[src/rtl/acc_host_pkg.sv]
package acc_host_pkg;

    localparam int unsigned REG_AW = 3;

    typedef enum logic [2:0] {
        SEQ_IDLE = 3'd0,
        SEQ_LOAD = 3'd1,
        SEQ_RUN  = 3'd2,
        SEQ_WB   = 3'd3,
        SEQ_DONE = 3'd4
    } seq_state_e;

    localparam logic [REG_AW-1:0] RA_CTRL  = 3'd0;
    localparam logic [REG_AW-1:0] RA_CBASE = 3'd1;
    localparam logic [REG_AW-1:0] RA_CCNT  = 3'd2;
    localparam logic [REG_AW-1:0] RA_SRC   = 3'd3;
    localparam logic [REG_AW-1:0] RA_DST   = 3'd4;
    localparam logic [REG_AW-1:0] RA_TMO   = 3'd5;
    localparam logic [REG_AW-1:0] RA_STAT  = 3'd6;
    localparam logic [REG_AW-1:0] RA_CYC   = 3'd7;

    localparam int unsigned SB_BUSY = 0;
    localparam int unsigned SB_DONE = 1;
    localparam int unsigned SB_EBSY = 2;
    localparam int unsigned SB_ETMO = 3;

    typedef struct packed {
        logic go;
        logic reject;
        logic clear;
    } bus_cmd_t;

    typedef struct packed {
        logic finish;
        logic abort;
    } seq_evt_t;

    function automatic logic in_flight(seq_state_e s);
        return s != SEQ_IDLE;
    endfunction

endpackage

[src/rtl/acc_host_regs.sv]
module acc_host_regs
    import acc_host_pkg::*;
#(
    parameter int unsigned DATA_W = 32,
    parameter int unsigned TMO_W  = 16,
    parameter int unsigned CYC_W  = 32
) (
    input  logic              clk,
    input  logic              rst,
    input  logic              reg_we,
    input  logic [REG_AW-1:0] reg_addr,
    input  logic [DATA_W-1:0] reg_wdata,
    output logic [DATA_W-1:0] reg_rdata,
    input  logic              busy,
    input  seq_evt_t          evt,
    input  logic [CYC_W-1:0]  cycles,
    output bus_cmd_t          cmd,
    output logic [DATA_W-1:0] ctx_base,
    output logic [DATA_W-1:0] ctx_cnt,
    output logic [DATA_W-1:0] src_ptr,
    output logic [DATA_W-1:0] dst_ptr,
    output logic [TMO_W-1:0]  tmo_lim,
    output logic              done_q,
    output logic              ebsy_q,
    output logic              etmo_q
);

    logic wr_ctrl;
    logic wr_cfg;

    always_comb begin
        wr_ctrl    = reg_we && (reg_addr == RA_CTRL) && reg_wdata[0];
        wr_cfg     = reg_we && !busy;
        cmd.go     = wr_ctrl && !busy;
        cmd.reject = wr_ctrl && busy;
        cmd.clear  = reg_we && (reg_addr == RA_STAT) && reg_wdata[SB_DONE];
    end

    always_ff @(posedge clk) begin
        if (rst) begin
            ctx_base <= '0;
            ctx_cnt  <= '0;
            src_ptr  <= '0;
            dst_ptr  <= '0;
            tmo_lim  <= '0;
        end else if (wr_cfg) begin
            case (reg_addr)
                RA_CBASE: ctx_base <= reg_wdata;
                RA_CCNT:  ctx_cnt  <= reg_wdata;
                RA_SRC:   src_ptr  <= reg_wdata;
                RA_DST:   dst_ptr  <= reg_wdata;
                RA_TMO:   tmo_lim  <= reg_wdata[TMO_W-1:0];
                default:  ;
            endcase
        end
    end

    always_ff @(posedge clk) begin
        if (rst) begin
            done_q <= 1'b0;
            ebsy_q <= 1'b0;
            etmo_q <= 1'b0;
        end else begin
            if (evt.finish)
                done_q <= 1'b1;
            else if (cmd.go || cmd.clear)
                done_q <= 1'b0;

            if (cmd.reject)
                ebsy_q <= 1'b1;
            else if (cmd.clear)
                ebsy_q <= 1'b0;

            if (evt.abort)
                etmo_q <= 1'b1;
            else if (cmd.clear)
                etmo_q <= 1'b0;
        end
    end

    logic [3:0] stat_bits;

    always_comb begin
        stat_bits          = '0;
        stat_bits[SB_BUSY] = busy;
        stat_bits[SB_DONE] = done_q;
        stat_bits[SB_EBSY] = ebsy_q;
        stat_bits[SB_ETMO] = etmo_q;
        case (reg_addr)
            RA_CBASE: reg_rdata = ctx_base;
            RA_CCNT:  reg_rdata = ctx_cnt;
            RA_SRC:   reg_rdata = src_ptr;
            RA_DST:   reg_rdata = dst_ptr;
            RA_TMO:   reg_rdata = DATA_W'(tmo_lim);
            RA_STAT:  reg_rdata = DATA_W'(stat_bits);
            RA_CYC:   reg_rdata = DATA_W'(cycles);
            default:  reg_rdata = '0;
        endcase
    end

endmodule

[src/rtl/acc_host_seq.sv]
module acc_host_seq
    import acc_host_pkg::*;
#(
    parameter int unsigned TMO_W = 16
) (
    input  logic             clk,
    input  logic             rst,
    input  logic             go,
    input  logic             cfg_ack,
    input  logic             run_done,
    input  logic             wb_ack,
    input  logic [TMO_W-1:0] tmo_lim,
    output seq_state_e       state,
    output seq_evt_t         evt
);

    localparam int unsigned CMP_W = TMO_W + 1;

    seq_state_e       nxt;
    logic [TMO_W-1:0] wait_cnt;
    logic             expired;

    always_comb begin
        expired = (CMP_W'(wait_cnt) + CMP_W'(1)) >= CMP_W'(tmo_lim);
    end

    always_comb begin
        nxt       = state;
        evt.abort = 1'b0;
        case (state)
            SEQ_IDLE: if (go) nxt = SEQ_LOAD;
            SEQ_LOAD: begin
                if (cfg_ack) begin
                    nxt = SEQ_RUN;
                end else if (expired) begin
                    nxt       = SEQ_DONE;
                    evt.abort = 1'b1;
                end
            end
            SEQ_RUN:  if (run_done) nxt = SEQ_WB;
            SEQ_WB:   if (wb_ack) nxt = SEQ_DONE;
            SEQ_DONE: nxt = SEQ_IDLE;
            default:  nxt = SEQ_IDLE;
        endcase
        evt.finish = (state == SEQ_DONE);
    end

    always_ff @(posedge clk) begin
        if (rst) begin
            state    <= SEQ_IDLE;
            wait_cnt <= '0;
        end else begin
            state    <= nxt;
            wait_cnt <= (state == SEQ_LOAD) ? wait_cnt + TMO_W'(1) : '0;
        end
    end

endmodule

[src/rtl/acc_host_perf.sv]
module acc_host_perf
    import acc_host_pkg::*;
#(
    parameter int unsigned CYC_W = 32
) (
    input  logic             clk,
    input  logic             rst,
    input  seq_state_e       state,
    output logic [CYC_W-1:0] cycles
);

    localparam logic [CYC_W-1:0] CYC_MAX = '1;

    always_ff @(posedge clk) begin
        if (rst)
            cycles <= '0;
        else if (state == SEQ_LOAD)
            cycles <= '0;
        else if (state == SEQ_RUN && cycles != CYC_MAX)
            cycles <= cycles + CYC_W'(1);
    end

endmodule

[src/rtl/acc_host_ctrl.sv]
module acc_host_ctrl
    import acc_host_pkg::*;
#(
    parameter int unsigned DATA_W = 32,
    parameter int unsigned TMO_W  = 16,
    parameter int unsigned CYC_W  = 32
) (
    input  logic              clk,
    input  logic              rst,
    input  logic              reg_we,
    input  logic [2:0]        reg_addr,
    input  logic [DATA_W-1:0] reg_wdata,
    output logic [DATA_W-1:0] reg_rdata,
    output logic              busy,
    output logic              done,
    output logic              irq,
    output logic              cfg_req,
    output logic [DATA_W-1:0] cfg_base,
    output logic [DATA_W-1:0] cfg_count,
    input  logic              cfg_ack,
    output logic              arr_run,
    output logic [DATA_W-1:0] arr_src,
    output logic [DATA_W-1:0] arr_dst,
    input  logic              run_done,
    output logic              wb_req,
    output logic [DATA_W-1:0] wb_dst,
    input  logic              wb_ack
);

    seq_state_e       state;
    seq_evt_t         evt;
    bus_cmd_t         cmd;
    logic [CYC_W-1:0] cycles;
    logic [TMO_W-1:0] tmo_lim;
    logic [DATA_W-1:0] src_ptr;
    logic [DATA_W-1:0] dst_ptr;
    logic             done_q;
    logic             ebsy_q;
    logic             etmo_q;

    assign busy = in_flight(state);

    acc_host_regs #(.DATA_W(DATA_W), .TMO_W(TMO_W), .CYC_W(CYC_W)) u_regs (
        .clk       (clk),
        .rst       (rst),
        .reg_we    (reg_we),
        .reg_addr  (reg_addr),
        .reg_wdata (reg_wdata),
        .reg_rdata (reg_rdata),
        .busy      (busy),
        .evt       (evt),
        .cycles    (cycles),
        .cmd       (cmd),
        .ctx_base  (cfg_base),
        .ctx_cnt   (cfg_count),
        .src_ptr   (src_ptr),
        .dst_ptr   (dst_ptr),
        .tmo_lim   (tmo_lim),
        .done_q    (done_q),
        .ebsy_q    (ebsy_q),
        .etmo_q    (etmo_q)
    );

    acc_host_seq #(.TMO_W(TMO_W)) u_seq (
        .clk      (clk),
        .rst      (rst),
        .go       (cmd.go),
        .cfg_ack  (cfg_ack),
        .run_done (run_done),
        .wb_ack   (wb_ack),
        .tmo_lim  (tmo_lim),
        .state    (state),
        .evt      (evt)
    );

    acc_host_perf #(.CYC_W(CYC_W)) u_perf (
        .clk    (clk),
        .rst    (rst),
        .state  (state),
        .cycles (cycles)
    );

    always_comb begin
        done    = done_q;
        irq     = done_q;
        cfg_req = (state == SEQ_LOAD);
        arr_run = (state == SEQ_RUN);
        wb_req  = (state == SEQ_WB);
        arr_src = src_ptr;
        arr_dst = dst_ptr;
        wb_dst  = dst_ptr;
    end

endmodule

[config.mk]
export PLATFORM = sky130hd
export DESIGN_NAME = acc_host_ctrl
export DESIGN_NICKNAME = d
export VERILOG_FILES = /design/src/rtl/acc_host_pkg.sv /design/src/rtl/acc_host_regs.sv /design/src/rtl/acc_host_seq.sv /design/src/rtl/acc_host_perf.sv /design/src/rtl/acc_host_ctrl.sv
export SDC_FILE = /design/constraint.sdc
export NUM_CORES = 1
export LEC_CHECK = 0
export ABC_AREA = 1
export BUFFER_PORTS_ARGS = -buffer_cell sky130_fd_sc_hd__buf_2
export CAP_MARGIN = 10
export CELL_PAD_IN_SITES_DETAIL_PLACEMENT = 1
export CELL_PAD_IN_SITES_GLOBAL_PLACEMENT = 2
export CORE_ASPECT_RATIO = 2
export CORE_UTILIZATION = 25
export DETAILED_ROUTE_END_ITERATION = 10
export GPL_ROUTABILITY_DRIVEN = 0
export GPL_TIMING_DRIVEN = 0
export PLACE_DENSITY = 0.74
export SLEW_MARGIN = 0
export SYNTH_ARGS = -nofsm -noshare
export SYNTH_HDL_FRONTEND = slang
export SYNTH_SLANG_ARGS = --single-unit
[constraint.sdc]
create_clock -name clk -period 6.79 [get_ports clk]
set_input_delay 2.037 -clock clk [delete_from_list [all_inputs] [get_ports clk]]
set_output_delay 2.037 -clock clk [all_outputs]
set_load 0.05 [all_outputs]
# == After elaboration in Yosys (flattened, before gate mapping) ==
# Cells that the tools add are included.
# totals
romBits,0
latch_bits,0
reg_bits,198
mem_count,0
wordCells,71
inputBits,41
mem_bits_rw,0
output_inout_bits,198
# op_classes
n_div,0
n_reduce_logical,24
n_mux,15
n_eq_ne,16
n_bitwise,1
n_mul,0
n_shift,0
order_cmp,1
add_sub_neg,3
# op_table
operator,count
32-bit one-hot mux with 7 select lines,1
"32-bit by 1-bit adder with 32-bit output, second input constant",1
"32-bit != test, second input constant",1
"16-bit by 1-bit adder with 17-bit output, second input constant",1
17-bit by 16-bit greater-or-equal comparator with 1-bit output,1
"16-bit by 1-bit adder with 16-bit output, second input constant",1
"3-bit equality test, second input constant",5
3-bit two-way mux,5
"3-bit by 2-bit equality test with 1-bit output, second input constant",4
3-bit one-hot mux with 4 select lines,1
2-bit AND reduction,5
1-bit logical AND,8
1-bit two-way mux,8
"3-bit by 1-bit equality test with 1-bit output, second input constant",2
3-bit zero test,2
"2-bit by 1-bit != test with 1-bit output, second input constant",3
2-bit nonzero test,3
4-bit AND reduction,1
2-bit OR reduction,2
"3-bit by 1-bit != test with 1-bit output, second input constant",1
3-bit nonzero test,1
1-bit zero test,1
1-bit logical OR,1
1-bit inverter,1

# == Longest topological paths before layout ==
# logic_depth
depth_word,7
mapped_depth,19
ltp_nobuf,19

# == By module ==
# Synthesis repeated with hierarchy kept, for this count alone.
# hier_totals
hier_cells,1561
area_unflattened_um2,10269.8
# by_module_without_submodules
mod,instances,area_each_um2,cells_each,seq_area_each_um2
acc_host_regs,1,6497.5,960,2942.8
acc_host_perf,1,2026.9,334,640.6
acc_host_seq,1,1463.9,225,380.4
acc_host_ctrl,1,281.5,42,0.0

# == Worst setup path after synthesis ==
# OpenSTA, ideal clock, no wires.
# synth_path
kind,in2out
startpoint,input port reg_addr[1]
endpoint,output port reg_rdata[12]
t_required_ps,4753
arrival_time_ps,3490
stages,5
path_buffers,2
path_slack_ps,1263
path_cell_list,buf_2 inv_1 nand3_1 clkbuf_1 o2111ai_1
# synth_between
elab_chain_len,2
word_cells_on_any_way,8
classes_between,7 x eq/ne; 1 x mux
# synth_rtl
element,line_no,rtl
start: declaration,acc_host_ctrl.sv:11,"input logic [2:0] reg_addr,"
"3-bit equality test, or another cell as far along",acc_host_regs.sv:89,case (reg_addr)
32-bit one-hot mux with 7 select lines (*),acc_host_regs.sv:89,
end: declaration,acc_host_ctrl.sv:13,"output logic [DATA_W-1:0] reg_rdata,"
# Mark *: on every way between the ends. The rest lies on a longest branch, timed or not.

# == Final worst setup path ==
# layout_path
startpoint,input port reg_addr[0]
endpoint,output port reg_rdata[5]
# Same word-level chain as after synthesis.

==> summary.txt <==
Yosys
  • Synthesized area per cell: between 7 and 8 um^2
  • Most common flop cell mapped by yosys: dfxtp_1
  • Synth area leaders: dfxtp_1, nor2_1, o21ai_0, nand2_1, inv_1
  • Cells after synthesis: ~1,400
  • Top-area cell type share of the netlist area: 0.4094
  • Post-synth ARST share: 0
  • Post-synth EDFFs: 0
  • Syn_nets: approximately 1,400
  • Synthesized area: slightly below 0.01 mm^2
  • Yosys warns: 0
  • Netlist cell types: 40
  • Sequential fraction of the synthesis area: 0.4094
  • Biggest area consumer among synthesized cells: dfxtp_1
  • Post-synthesis register bit count: just under 200

Global route
  • Vias in the first global route: about 11,000
  • Total track usage: 0.2309
  • First-pass GRT wire length: between 60,000 and 70,000 um
  • Gr ovfl total: 0
  • Largest net degree at the start of global routing: 19
  • Initial antenna violation count: 0

Setup path
  • R2r setup slk: between 3 and 4 ns
  • Crit path largest cell delay: around 0.7 ns
  • WP data arrival: 4.70 ns
  • Crit-path slowest cell: clkbuf_1
  • Worst reg2reg path depth: 17
  • Crit end category: output port
  • CP required: about 4.8 ns
  • Crit-path max FO: 10
  • Crit path kind: input pin to output port
  • Startpoint Class: input pin
  • Worst R2R Start: u_seq.wait_cnt[0]$_SDFF_PP0_
  • Worst-path cell chain: buf_2, nand3_1, inv_1, clkbuf_1, a221oi_1, nand3_1, buf_2
  • Reg2reg end: u_seq.state[1]$_SDFFE_PP0P_

STA
  • Finish-stage setup viols: 0
  • Tmin final: about 6.7 ns
  • Clk_skew: ~0.020 ns
  • Fin Setup TNS: 0 ns
  • Final Worst Setup Slack: 0.05638 ns
  • Slew Viols, Final: 0
  • Headroom to the max-slew limit: 0.3063
  • Final Hold Fails: 0
  • Unrepaired setup endpoints after global routing: false
  • Period utilization: 0.9917
  • Max frequency: 148.5 MHz
  • Worst Max-Slew Pin Slew: ~1.0 ns

Floorplanning
  • Die area: 0.03957 mm^2
  • Die width: roughly 140 um
  • CORE AREA: around 0.038 mm^2
  • Row cnt: ~100
  • Initial core utilization: 0.2545
  • # IOs: ~240
  • Die Y: 280.3 um

Clock tree
  • CTS root buf: clkbuf_16
  • CTS tree: yes
  • Total CTS buffers: 17
  • Hold buffers post-CTS: 0
  • # resized after CTS: 0
  • Max H-tree Level: 4
  • Sink Count: roughly 200
  • Clk Latency, worst-skew pair: roughly 0.47 ns
  • Setup bufs post-CTS: 0
  • Register clock-pin slew on the reported worst setup and hold paths: 0.08 ns
  • Clk buf depth: 2

Power
  • IR drop worst, VDD: between 0.00015 and 0.0002 V
  • Pwr dens: approximately 270 mW/mm^2
  • Clk pwr share: 0.338
  • Reg power frac: 0.403
  • Static leakage: 0.005413 uW
  • Psw: around 1200 uW
  • Net Sw Frac: 0.3825
  • Gate power share: 0.259
  • Internal Pwr Total: approximately 2000 uW

Job
  • Max_cap viols: 0

Drt
  • Post-DR vias/cell: 4.845
  • WL final: between 40,000 and 50,000 um
  • Number of remaining DRC errors: 0
  • Post-route ant nets: 0
  • Drt first pass iters: 4
  • Initial DRC Count: just under 400
  • Routed wire length per instance: between 20 and 25 um
  • Vias: approximately 10,000

Place
  • Dpl hpwl: ~36,000 um
  • Port-buffer cells: ~240
  • DP Worst Slack: between 0.1 and 0.15 ns

Layout
  • FILL cells: approximately 4,900
  • Share of cells above drive strength 1: 0.2211
  • Area Growth Syn to Fin: 25.03%
  • Diodes inserted: 0
  • Final net count: approximately 1,700

Worst hold path
  • WHS Path Cells: 1
  • Hold Startpoint: u_seq.wait_cnt[0]$_SDFF_PP0_
  • Worst hold path type: flop to flop
  • Worst Hold End: u_seq.wait_cnt[0]$_SDFF_PP0_

Outcome
  • Status: complete, no violations
## layout make-up
cell class | instances | area (um^2) | share of cell area
Sequential cell | 198 | 3964 | 0.3274
Inverter | 102 | 382.9 | 0.03163
Multi-Input combinational cell | 967 | 4761 | 0.3933
Buffer | 103 | 574.3 | 0.04744
Tap cell | 515 | 644.4 | 0.05323
Timing Repair Buffer | 235 | 1176 | 0.09716
Clock inverter | 11 | 152.6 | 0.01261
Clock buffer | 21 | 450.4 | 0.03721
## critical path: cells and delay by family
kind | cells | cell delay (ns)
compound gates | 1 | 0.34
buf+inv | 4 | 1.55
simple gates | 2 | 0.74
## cell usage in the layout (no fill, tap or decap), types with 12 or more instances in the layout
master / count
nor2_1: 345
buf_2: 245
dfxtp_1: 198
nand2_1: 193
o21ai_0: 151
inv_1: 96
clkbuf_1: 58
nand3_1: 51
a21oi_1: 38
buf_4: 34
a22oi_1: 26
xor2_1: 19
nor3_1: 18
ha_1: 18
nand2_2: 17
a21oi_2: 17
clkbuf_16: 17
nand4_1: 12
a221oi_1: 12
o2111ai_1: 12
## cell families after synthesis
| family | Yosys count | synth area share |
|---|---|---|
| AOI/OAI and AO/OA | 276 | 0.1723 |
| and+or+nand+nor | 650 | 0.2754 |
| DFF | 198 | 0.4094 |
| adders and majority gates | 18 | 0.02326 |
| xor gates and xnor gates | 23 | 0.02081 |
| buffers and inverters | 205 | 0.09886 |
## Yosys cell counts, types with 18 or more instances
cell type,number
nor2_1,345
dfxtp_1,198
nand2_1,193
o21ai_0,151
inv_1,96
clkbuf_1,55
nand3_1,51
a21oi_1,38
buf_4,34
a22oi_1,26
xor2_1,19
ha_1,18
nor3_1,18
## state kept, by name (all words and copies together), names as in the netlist
signal and flops:
u_perf.cycles 32, u_regs.ctx_base 32, u_regs.ctx_cnt 32, u_regs.dst_ptr 32, u_regs.src_ptr 32, u_regs.tmo_lim 16
u_seq.wait_cnt 16, u_seq.state 3, u_regs.done_q 1, u_regs.ebsy_q 1, u_regs.etmo_q 1
## how the worst max path moves through the flow
| stage | start | to | slack (ns) | depth (start not counted) |
|---|---|---|---|---|
| final | reg_addr[0] | reg_rdata[5] | 0.06 | 7 |
| after global routing | reg_addr[0] | reg_rdata[15] | 0.05 | 7 |
| after CTS | reg_addr[0] | reg_rdata[15] | 0.09 | 7 |
| after detailed placement | reg_addr[0] | reg_rdata[15] | 0.11 | 7 |
| after global placement | reg_addr[0] | reg_rdata[15] | 0.1 | 7 |
| after floorplan | reg_addr[1] | reg_rdata[12] | 1.26 | 5 |
## layer usage
metal  global-route usage  wire length (um)
met5                    0                 0
met4               0.1511              2875
met3              0.03772              1796
met2               0.4299             23830
met1               0.2340             16880
## power groups by stage
| stage | sequential [uW] | combinational (uW) | clock [uW] |
|---|---|---|---|
| 2_1_floorplan | 1480 | 409 | 0 |
| 3_3_place_gp | 1330 | 832 | 0 |
| 3_5_place_dp | 1330 | 843 | 0 |
| 4_1_cts | 1300 | 845 | 1110 |
| 5_1_grt | 1310 | 890 | 1150 |
| 6_report | 1300 | 836 | 1090 |
## metrics by stage
step	utilization	hold slack (ns)	total power (uW)	cell area (um^2)	instances
after floorplan	-	0.4393	1892	9682	1370
after global placement	0.3024	0.4603	2158	11500	2120
after detailed placement	0.3024	0.4769	2170	11500	2120
after CTS	0.3182	0.4922	3251	12110	2152
after global routing	0.3182	0.5123	3351	12110	2152
final	0.3182	0.4917	3226	12110	2152
Note: power is estimated with default switching activity, not from simulation.
